**src/rtl/plseg_pkg.sv**
```systemverilog
// Shared types for the frame segmenter.
// Holds the class encoding seen at the ports and the clamp that maps
// bits per symbol onto a row of the geometry table.
package plseg_pkg;

    typedef enum logic [1:0] {
        CLS_IDLE = 2'b00,
        CLS_HDR  = 2'b01,
        CLS_DATA = 2'b10,
        CLS_PIL  = 2'b11
    } sym_cls_e;

    // Map bits per symbol onto table row 0..3, saturating out-of-range values.
    function automatic logic [1:0] order_row(input logic [2:0] bps);
        if (bps <= 3'd2)
            return 2'd0;
        else if (bps >= 3'd5)
            return 2'd3;
        else
            return 2'(bps - 3'd2);
    endfunction

endpackage

```
**src/rtl/plseg_geom.sv**
```systemverilog
// Frame geometry capture.
// Builds, at elaboration, the slot count, pilot field count and total
// length for every (frame size, modulation order, pilots) combination,
// and registers the selected entry when load_i is high.
// Assumes that the normal codeword is the larger one and that each count
// fits the widths given by the parent.
module plseg_geom #(
    parameter int NRM_BITS   = 64800,
    parameter int SHT_BITS   = 16200,
    parameter int SLOT_SYMS  = 90,
    parameter int PIL_SYMS   = 36,
    parameter int PIL_PERIOD = 16,
    parameter int SLOT_W     = 9,
    parameter int PIL_W      = 5,
    parameter int LEN_W      = 16
) (
    input  logic              clk,
    input  logic              rst_n,
    input  logic              load_i,
    input  logic              short_i,
    input  logic [2:0]        bps_i,
    input  logic              pil_en_i,
    output logic [SLOT_W-1:0] slots_o,
    output logic [PIL_W-1:0]  pils_o,
    output logic [LEN_W-1:0]  len_o,
    output logic              pil_en_o
);
    import plseg_pkg::*;

    localparam int N_TYPES  = 2;
    localparam int N_ORDERS = 4;
    localparam int ROWS     = N_TYPES * N_ORDERS;
    localparam int MIN_BPS  = 2;

    logic [SLOT_W-1:0] slot_tab [ROWS];
    logic [PIL_W-1:0]  pil_tab  [ROWS];
    logic [LEN_W-1:0]  lbare_tab[ROWS];
    logic [LEN_W-1:0]  lpil_tab [ROWS];

    // Constant table: one entry per frame size and modulation order.
    for (genvar ft = 0; ft < N_TYPES; ft++) begin : g_type
        for (genvar mo = 0; mo < N_ORDERS; mo++) begin : g_order
            localparam int BITS = (ft == 0) ? NRM_BITS : SHT_BITS;
            localparam int NS   = BITS / (SLOT_SYMS * (mo + MIN_BPS));
            localparam int NP   = (NS - 1) / PIL_PERIOD;
            assign slot_tab[ft*N_ORDERS+mo]  = SLOT_W'(NS);
            assign pil_tab[ft*N_ORDERS+mo]   = PIL_W'(NP);
            assign lbare_tab[ft*N_ORDERS+mo] = LEN_W'(SLOT_SYMS * (NS + 1));
            assign lpil_tab[ft*N_ORDERS+mo]  = LEN_W'(SLOT_SYMS * (NS + 1) + PIL_SYMS * NP);
        end
    end

    logic [2:0] row;
    assign row = {short_i, order_row(bps_i)};

    // Capture the geometry of the frame that starts this cycle.
    always_ff @(posedge clk) begin
        if (!rst_n) begin
            slots_o  <= '0;
            pils_o   <= '0;
            len_o    <= '0;
            pil_en_o <= 1'b0;
        end else if (load_i) begin
            slots_o  <= slot_tab[row];
            pils_o   <= pil_en_i ? pil_tab[row] : '0;
            len_o    <= pil_en_i ? lpil_tab[row] : lbare_tab[row];
            pil_en_o <= pil_en_i;
        end
    end

    // Geometry is frozen between frame starts.
    p_cfg_hold_r9: assert property (@(posedge clk) disable iff (!rst_n)
        !load_i |=> ($stable(slots_o) && $stable(len_o) && $stable(pils_o) && $stable(pil_en_o)));

    // Slot and pilot tables agree with the length table.
    p_len_sum_r7: assert property (@(posedge clk) disable iff (!rst_n)
        (slots_o != '0) |-> (int'(len_o) == SLOT_SYMS * (int'(slots_o) + 1) + PIL_SYMS * int'(pils_o)));

    // Never as many pilot fields as full 16-slot groups ending the frame.
    p_pil_bound_r6: assert property (@(posedge clk) disable iff (!rst_n)
        (slots_o != '0) |-> (int'(pils_o) * PIL_PERIOD <= int'(slots_o) - 1));

endmodule

```
**src/rtl/plseg_walk.sv**
```systemverilog
// Frame walker.
// Steps through header, data slots and pilot fields one valid symbol at a
// time and presents the class and indices of the symbol now on the input.
// Assumes slots_i and pil_en_i hold the geometry captured at the last
// frame start and that PIL_SYMS does not exceed SLOT_SYMS.
module plseg_walk #(
    parameter int SLOT_SYMS  = 90,
    parameter int PIL_SYMS   = 36,
    parameter int PIL_PERIOD = 16,
    parameter int SLOT_W     = 9,
    parameter int PIL_W      = 5
) (
    input  logic                clk,
    input  logic                rst_n,
    input  logic                vld_i,
    input  logic                sof_i,
    input  logic [SLOT_W-1:0]   slots_i,
    input  logic                pil_en_i,
    output plseg_pkg::sym_cls_e cls_o,
    output logic [SLOT_W-1:0]   slot_o,
    output logic [PIL_W-1:0]    pil_o,
    output logic                busy_o
);
    import plseg_pkg::*;

    localparam int POS_W = $clog2(SLOT_SYMS);
    localparam int GRP_W = $clog2(PIL_PERIOD + 1);
    localparam logic [POS_W-1:0] SLOT_LAST = POS_W'(SLOT_SYMS - 1);
    localparam logic [POS_W-1:0] PIL_LAST  = POS_W'(PIL_SYMS - 1);
    localparam logic [GRP_W-1:0] GRP_LAST  = GRP_W'(PIL_PERIOD - 1);

    sym_cls_e          kind_q, b_kind, n_kind;
    logic [POS_W-1:0]  pos_q,  b_pos,  n_pos;
    logic [SLOT_W-1:0] slot_q, b_slot, n_slot;
    logic [GRP_W-1:0]  grp_q,  b_grp,  n_grp;
    logic [PIL_W-1:0]  pil_q,  b_pil,  n_pil;
    logic              start;

    assign start = vld_i && sof_i;

    // Position of the symbol on the input: a frame start overrides the state.
    always_comb begin
        if (start) begin
            b_kind = CLS_HDR;
            b_pos  = '0;
            b_slot = '0;
            b_grp  = '0;
            b_pil  = '0;
        end else begin
            b_kind = kind_q;
            b_pos  = pos_q;
            b_slot = slot_q;
            b_grp  = grp_q;
            b_pil  = pil_q;
        end
    end

    assign cls_o  = b_kind;
    assign slot_o = b_slot;
    assign pil_o  = b_pil;
    assign busy_o = (kind_q != CLS_IDLE);

    // Advance by one symbol on each strobe; the last slot never opens a pilot field.
    always_comb begin
        n_kind = kind_q;
        n_pos  = pos_q;
        n_slot = slot_q;
        n_grp  = grp_q;
        n_pil  = pil_q;
        if (vld_i) begin
            n_kind = b_kind;
            n_pos  = b_pos + POS_W'(1);
            n_slot = b_slot;
            n_grp  = b_grp;
            n_pil  = b_pil;
            unique case (b_kind)
                CLS_HDR: begin
                    if (b_pos == SLOT_LAST) begin
                        n_kind = CLS_DATA;
                        n_pos  = '0;
                    end
                end
                CLS_DATA: begin
                    if (b_pos == SLOT_LAST) begin
                        n_pos = '0;
                        if (b_slot == slots_i - SLOT_W'(1)) begin
                            n_kind = CLS_IDLE;
                            n_slot = '0;
                            n_grp  = '0;
                            n_pil  = '0;
                        end else if (pil_en_i && (b_grp == GRP_LAST)) begin
                            n_kind = CLS_PIL;
                            n_grp  = '0;
                        end else begin
                            n_slot = b_slot + SLOT_W'(1);
                            n_grp  = (b_grp == GRP_LAST) ? '0 : b_grp + GRP_W'(1);
                        end
                    end
                end
                CLS_PIL: begin
                    if (b_pos == PIL_LAST) begin
                        n_kind = CLS_DATA;
                        n_pos  = '0;
                        n_slot = b_slot + SLOT_W'(1);
                        n_pil  = b_pil + PIL_W'(1);
                    end
                end
                default: begin
                    n_kind = CLS_IDLE;
                    n_pos  = '0;
                end
            endcase
        end
    end

    // Walker state registers.
    always_ff @(posedge clk) begin
        if (!rst_n) begin
            kind_q <= CLS_IDLE;
            pos_q  <= '0;
            slot_q <= '0;
            grp_q  <= '0;
            pil_q  <= '0;
        end else begin
            kind_q <= n_kind;
            pos_q  <= n_pos;
            slot_q <= n_slot;
            grp_q  <= n_grp;
            pil_q  <= n_pil;
        end
    end

    // Data slot index stays inside the captured slot count.
    p_slot_range_r4: assert property (@(posedge clk) disable iff (!rst_n)
        (kind_q == CLS_DATA) |-> (slot_q < slots_i));

    // Pilot fields exist only when pilots were captured as enabled.
    p_pil_gated_r5: assert property (@(posedge clk) disable iff (!rst_n)
        (kind_q == CLS_PIL) |-> (pil_en_i && (pos_q < POS_W'(PIL_SYMS))));

    // A pilot field never follows the final data slot.
    p_no_tail_pil_r6: assert property (@(posedge clk) disable iff (!rst_n)
        (kind_q == CLS_PIL) |-> (slot_q < slots_i - SLOT_W'(1)));

    // Leaving a pilot field moves to the next slot and the next field index.
    p_pil_step_r5: assert property (@(posedge clk) disable iff (!rst_n)
        (vld_i && !sof_i && kind_q == CLS_PIL && pos_q == PIL_LAST)
        |=> (kind_q == CLS_DATA && pil_q == $past(pil_q) + PIL_W'(1) && slot_q == $past(slot_q) + SLOT_W'(1)));

    // Without a strobe the walk does not move.
    p_hold_r10: assert property (@(posedge clk) disable iff (!rst_n)
        !vld_i |=> ($stable(kind_q) && $stable(pos_q) && $stable(slot_q)));

endmodule

```
**src/rtl/plseg_frame_segmenter.sv**
```systemverilog
// Physical layer frame segmenter, top level.
// Captures frame geometry on a frame start, walks the frame and registers
// the symbol, its class, slot and pilot-field indices and an early-start
// error, all one clock behind the input strobe.
// Assumes a frame start is only meaningful together with the symbol strobe.
module plseg_frame_segmenter #(
    parameter int DATA_W     = 16,
    parameter int NRM_BITS   = 64800,
    parameter int SHT_BITS   = 16200,
    parameter int SLOT_SYMS  = 90,
    parameter int PIL_SYMS   = 36,
    parameter int PIL_PERIOD = 16,
    localparam int S_MAX  = NRM_BITS / (SLOT_SYMS * 2),
    localparam int P_MAX  = (S_MAX - 1) / PIL_PERIOD,
    localparam int SLOT_W = $clog2(S_MAX + 1),
    localparam int PIL_W  = $clog2(P_MAX + 1),
    localparam int LEN_W  = $clog2(SLOT_SYMS * (S_MAX + 1) + PIL_SYMS * P_MAX + 1)
) (
    input  logic                clk,
    input  logic                rst_n,
    input  logic                sof_i,
    input  logic                vld_i,
    input  logic                frm_short_i,
    input  logic [2:0]          bps_i,
    input  logic                pil_en_i,
    input  logic [2*DATA_W-1:0] sym_i,
    output logic [2*DATA_W-1:0] sym_o,
    output logic                vld_o,
    output logic [1:0]          cls_o,
    output logic [SLOT_W-1:0]   slot_o,
    output logic [PIL_W-1:0]    pil_o,
    output logic [LEN_W-1:0]    len_o,
    output logic                len_err_o
);
    import plseg_pkg::*;

    logic              start;
    logic [SLOT_W-1:0] cfg_slots;
    logic [PIL_W-1:0]  cfg_pils;
    logic              cfg_pil_en;
    sym_cls_e          cur_cls;
    logic [SLOT_W-1:0] cur_slot;
    logic [PIL_W-1:0]  cur_pil;
    logic              busy;

    assign start = sof_i && vld_i;

    plseg_geom #(
        .NRM_BITS  (NRM_BITS),
        .SHT_BITS  (SHT_BITS),
        .SLOT_SYMS (SLOT_SYMS),
        .PIL_SYMS  (PIL_SYMS),
        .PIL_PERIOD(PIL_PERIOD),
        .SLOT_W    (SLOT_W),
        .PIL_W     (PIL_W),
        .LEN_W     (LEN_W)
    ) u_geom (
        .clk     (clk),
        .rst_n   (rst_n),
        .load_i  (start),
        .short_i (frm_short_i),
        .bps_i   (bps_i),
        .pil_en_i(pil_en_i),
        .slots_o (cfg_slots),
        .pils_o  (cfg_pils),
        .len_o   (len_o),
        .pil_en_o(cfg_pil_en)
    );

    plseg_walk #(
        .SLOT_SYMS (SLOT_SYMS),
        .PIL_SYMS  (PIL_SYMS),
        .PIL_PERIOD(PIL_PERIOD),
        .SLOT_W    (SLOT_W),
        .PIL_W     (PIL_W)
    ) u_walk (
        .clk     (clk),
        .rst_n   (rst_n),
        .vld_i   (vld_i),
        .sof_i   (sof_i),
        .slots_i (cfg_slots),
        .pil_en_i(cfg_pil_en),
        .cls_o   (cur_cls),
        .slot_o  (cur_slot),
        .pil_o   (cur_pil),
        .busy_o  (busy)
    );

    // Output stage: symbol, tags and early-start error for each strobe.
    always_ff @(posedge clk) begin
        if (!rst_n) begin
            sym_o     <= '0;
            vld_o     <= 1'b0;
            cls_o     <= CLS_IDLE;
            slot_o    <= '0;
            pil_o     <= '0;
            len_err_o <= 1'b0;
        end else begin
            sym_o     <= sym_i;
            vld_o     <= vld_i;
            cls_o     <= vld_i ? cur_cls : CLS_IDLE;
            len_err_o <= start && busy;
            if (vld_i) begin
                slot_o <= cur_slot;
                pil_o  <= cur_pil;
            end
        end
    end

    // Frame symbol tally kept only for the checks below.
    logic             hdr0_q;
    logic [LEN_W:0]   seen_q;

    // Track frame starts and count frame symbols at the output.
    always_ff @(posedge clk) begin
        if (!rst_n) begin
            hdr0_q <= 1'b0;
            seen_q <= '0;
        end else begin
            hdr0_q <= start;
            if (vld_o) begin
                if (hdr0_q)
                    seen_q <= (LEN_W+1)'(1);
                else if (cls_o != CLS_IDLE)
                    seen_q <= seen_q + (LEN_W+1)'(1);
            end
        end
    end

    // A frame ends exactly at its computed length.
    p_len_exact_r7: assert property (@(posedge clk) disable iff (!rst_n)
        (vld_o && cls_o == CLS_IDLE) |-> (seen_q == '0 || seen_q == {1'b0, len_o}));

    // No frame symbol beyond the computed length.
    p_len_cap_r7: assert property (@(posedge clk) disable iff (!rst_n)
        (vld_o && cls_o != CLS_IDLE && !hdr0_q) |-> (seen_q < {1'b0, len_o}));

    // Error pulses only on the first header symbol of a restarted frame.
    p_err_on_start_r8: assert property (@(posedge clk) disable iff (!rst_n)
        len_err_o |-> (vld_o && hdr0_q && cls_o == CLS_HDR));

    // First symbol after a frame start is a header at index zero.
    p_first_hdr_r2: assert property (@(posedge clk) disable iff (!rst_n)
        hdr0_q |-> (cls_o == CLS_HDR && slot_o == '0 && pil_o == '0));

    // No class is reported without a strobe.
    p_idle_novld_r10: assert property (@(posedge clk) disable iff (!rst_n)
        !vld_o |-> (cls_o == CLS_IDLE));

endmodule

```
**config.mk**
```make
export PLATFORM = sky130hd
export DESIGN_NAME = plseg_frame_segmenter
export DESIGN_NICKNAME = d
export VERILOG_FILES = /design/src/rtl/plseg_pkg.sv /design/src/rtl/plseg_geom.sv /design/src/rtl/plseg_walk.sv /design/src/rtl/plseg_frame_segmenter.sv
export SDC_FILE = /design/constraint.sdc
export NUM_CORES = 1
export LEC_CHECK = 0
export ABC_CLOCK_PERIOD_IN_PS = 5150
export BUFFER_PORTS_ARGS = -buffer_cell sky130_fd_sc_hd__buf_2
export CORE_MARGIN = 1
export CORE_UTILIZATION = 59
export DETAILED_ROUTE_END_ITERATION = 16
export GPL_TIMING_DRIVEN = 0
export PLACE_DENSITY_LB_ADDON = 0.12
export SLEW_MARGIN = 20
export SYNTH_ARGS = -nofsm -noshare
export SYNTH_HDL_FRONTEND = slang
export SYNTH_SLANG_ARGS = --single-unit
```
**constraint.sdc**
```tcl
create_clock -name clk -period 5.15 [get_ports clk]
set_input_delay 0 -clock clk [delete_from_list [all_inputs] [get_ports clk]]
set_output_delay 0 -clock clk [all_outputs]
set_load 0.02 [all_outputs]
```
==> results.yml <==
drt:
  vias_per_cell: 5.89
  routed_wl_microns: 14600
  vias: 5252
  detail_route.wl_per_cell_microns: 16.4
  dr.pass1.iters: 5
  drcViolationCount: 0
  drt-initial-drc-count: 347
  drtAntennaViolNets: 0
min_path:
  worstHoldPathType: "in2reg"
power_and_ir_drop:
  seqPwrFrac_pct: 51.1
  power_switching_mw: 0.421
  netSwitchingFraction_pct: 25.8
  vdd_drop_max_uv: 172
  power.internal_mw: 1.21
  leakage_nw: 2.70
  powerDensity_nw_per_um2: 255
  power_frac_clock_pct: 35.6
  comb_power_share_pct: 13.3
logic_synthesis:
  synth_top_area_share_pct: 39.8
  synth_fp_nets: 692
  ys_ff_latch: 103
  yosysUniqueCellTypes: 67
  yosys_most_used_dff: "dfxtp_1"
  yosys.cell_count.top_type: "dfxtp_1"
  syn_avg_cell_area_sq_um: 8.18
  yosys_warnings: 0
  yosysSeqAreaShare_pct: 39.8
  synth_area_leader_cell: "dfxtp_1"
  synth_area_sq_um: 5190
  async_flop_share_pct: 0
  netlist_top_cells_count: "dfxtp_1, nand2_1, and2_1"
  synthCells: 634
  synth_edf_count: 0
  synth_area_leaders: "dfxtp_1, and2_1, nand2_1"
clocking:
  htreeDepth: 3
  cts_tree: "done"
  cts_setup_buffers: 0
  postCtsResizedCells: 0
  path_clk_slew_ps: 100
  cts.path.max_buffers: 2
  cts_root_buffer: "clkbuf_8"
  cts_hold_buf: 33
  clkSinkCount: 103
  clock_latency_ps: 370
  numCtsBuffers: 9
layout:
  diodes: 0
  fin_util_pct: 76.7
  multi_input_area_sq_um: 2840
  area_growth_pct: 23.4
  drive_gt1_share_pct: 16.5
  finalNonFillerCells: 892
  fillers: 638
  regArea_sq_um: 2060
  fin_nets: 840
floorplan:
  die-width_microns: 95.8
  dieArea_sq_um: 9170
  core_sq_um: 8340
  ioPinCount: 107
  die_h_microns: 95.8
  fp-row-count: 33
  start_util_pct: 62.2
global_route:
  grt.overflow.total: 0
  antenna_found_initial: 0
  grt_pass1_vias: 4853
  grt_pass1_wl_microns: 22900
  grt_usage_pct: 32.4
  grt_max_degree: 17
worst_setup_path:
  worstPathArrival_ps: 4210
  cpMaxStageDelayCell: "nor3_1"
  path_buf_inv: 7
  slowest_delay_ps: 570
  cp-end-kind: "register"
  critical_path.cell_chain: "buf_2 > clkbuf_1 > nand2_1 > clkbuf_1 > clkbuf_1 > nand2_1 > inv_1 > ha_1 > clkbuf_1 > inv_1 > a31oi_1 > a21oi_1 > nor3_1 > nand2_1 > nor2_1 > o21ai_0 > o21ai_0"
  critical_path.top_delay_family: "buffers and inverters"
  critPathKind: "in2reg"
  required_ps: 5450
  cpMostUsedCell: "clkbuf_1"
  crit_path_start_kind: "input port"
  critPathMaxFanout: 10
placement:
  dpl.hpwl_microns: 10100
  port_buffers: 104
  dp_cells: 843
  gp_congestion: 0.909
timing:
  maxSlewViolCount: 0
  setup_viol: 0
  worst_pin_slew_ps: 701
  rsz0062_at_grt: "no"
  finalSetupTns_ps: 0
  finalClockSkew_ps: 17.2
  hold_violations: 0
  layout_min_cycle_time_ps: 3920
  clock.fmax_mhz: 255
  holdWs_ps: 24.0
  fin_crit_sh_pct: 76.0
  slew-limit-headroom_pct: 52.9
status:
  status: "finished, final reports clean"
run:
  max-cap-violations: 0
[layer usage]
layer / track usage [%] / up-vias / part of all wire (%)
met4: 13.4 / 0 / 2.2
met5: 0 / - / 0
met2: 55.2 / 264 / 49
met1: 39.3 / 2433 / 41
met3: 7.35 / 47 / 7.4
li1: - / 2508 / -
[sequential cells by signal, summed over array words and instances (netlist names), 5 cells and up]
| name | flops |
|---|---|
| u_geom.len_o | 15 |
| slot_o | 9 |
| u_walk.grp_q | 5 |
| sym_o | 32 |
| u_walk.pil_q | 5 |
| u_walk.pos_q | 7 |
| u_geom.slots_o | 9 |
| pil_o | 5 |
| u_walk.slot_q | 9 |
[final timing paths]
check	start	endpoint	slack, ps	depth (start not counted)
worst max-delay path	vld_i	u_walk.pos_q[4]	1230	17
worst min-delay path	rst_n	cls_o[1]	20	2
worst max register to register	u_walk.kind_q[1]	u_walk.pos_q[4]	1960	12
worst min register to register	u_walk.grp_q[4]	u_walk.grp_q[4]	440	2
[final cells by class]
class / count / area share, %
timing repair buffer: 137 / 13.3
clock buffer: 12 / 2.42
tap: 105 / 2.05
buffer: 44 / 2.76
sequential: 103 / 32.2
inverter: 29 / 1.70
multi-input combinational: 458 / 44.4
clock inverter: 4 / 1.21
[per-stage QoR]
| step | setup slack (ps) | power [mW] | instance area, sq um |
|---|---|---|---|
| 3_5_place_dp | 887 | 1.04 | 5840 |
| 5_1_grt | 781 | 1.69 | 6400 |
| 6_report | 1230 | 1.63 | 6400 |
| 4_1_cts | 1270 | 1.63 | 6400 |
| 2_1_floorplan | 2160 | 0.974 | 5190 |
| 3_3_place_gp | 1010 | 1.04 | 5840 |
[power groups by stage]
stage / clock network [mW] / logic [mW] / registers (mW)
detailed placement: 0 / 0.193 / 0.850
global route: 0.617 / 0.237 / 0.836
global placement: 0 / 0.189 / 0.849
finish: 0.581 / 0.217 / 0.833
floorplan: 0 / 0.0986 / 0.875
CTS: 0.582 / 0.213 / 0.832
[layout by cell type, fill, tap and decap left out, types with 11 or more instances in the layout]
cell type / n
buf_2: 104
clkbuf_1: 37
dlygate4sd3_1: 33
o21ai_0: 41
nand2_1: 72
inv_1: 29
xnor2_1: 11
dfxtp_1: 103
ha_1: 17
nand3_1: 19
nor2_1: 36
o22ai_1: 11
clkbuf_8: 11
a21oi_1: 27
nor2b_1: 17
and2_1: 58
[logic make-up after synthesis]
| family | after synthesis | share of synthesized area, % |
|---|---|---|
| compound gates | 163 | 21.3 |
| xor+xnor | 18 | 3.04 |
| fa+ha+maj | 18 | 4.29 |
| buf+inv | 73 | 5.50 |
| flops | 103 | 39.8 |
| mux | 2 | 0.410 |
| other cells | 1 | 0.0723 |
| simple gates | 256 | 25.6 |
Power figures use the tool's default switching activity.
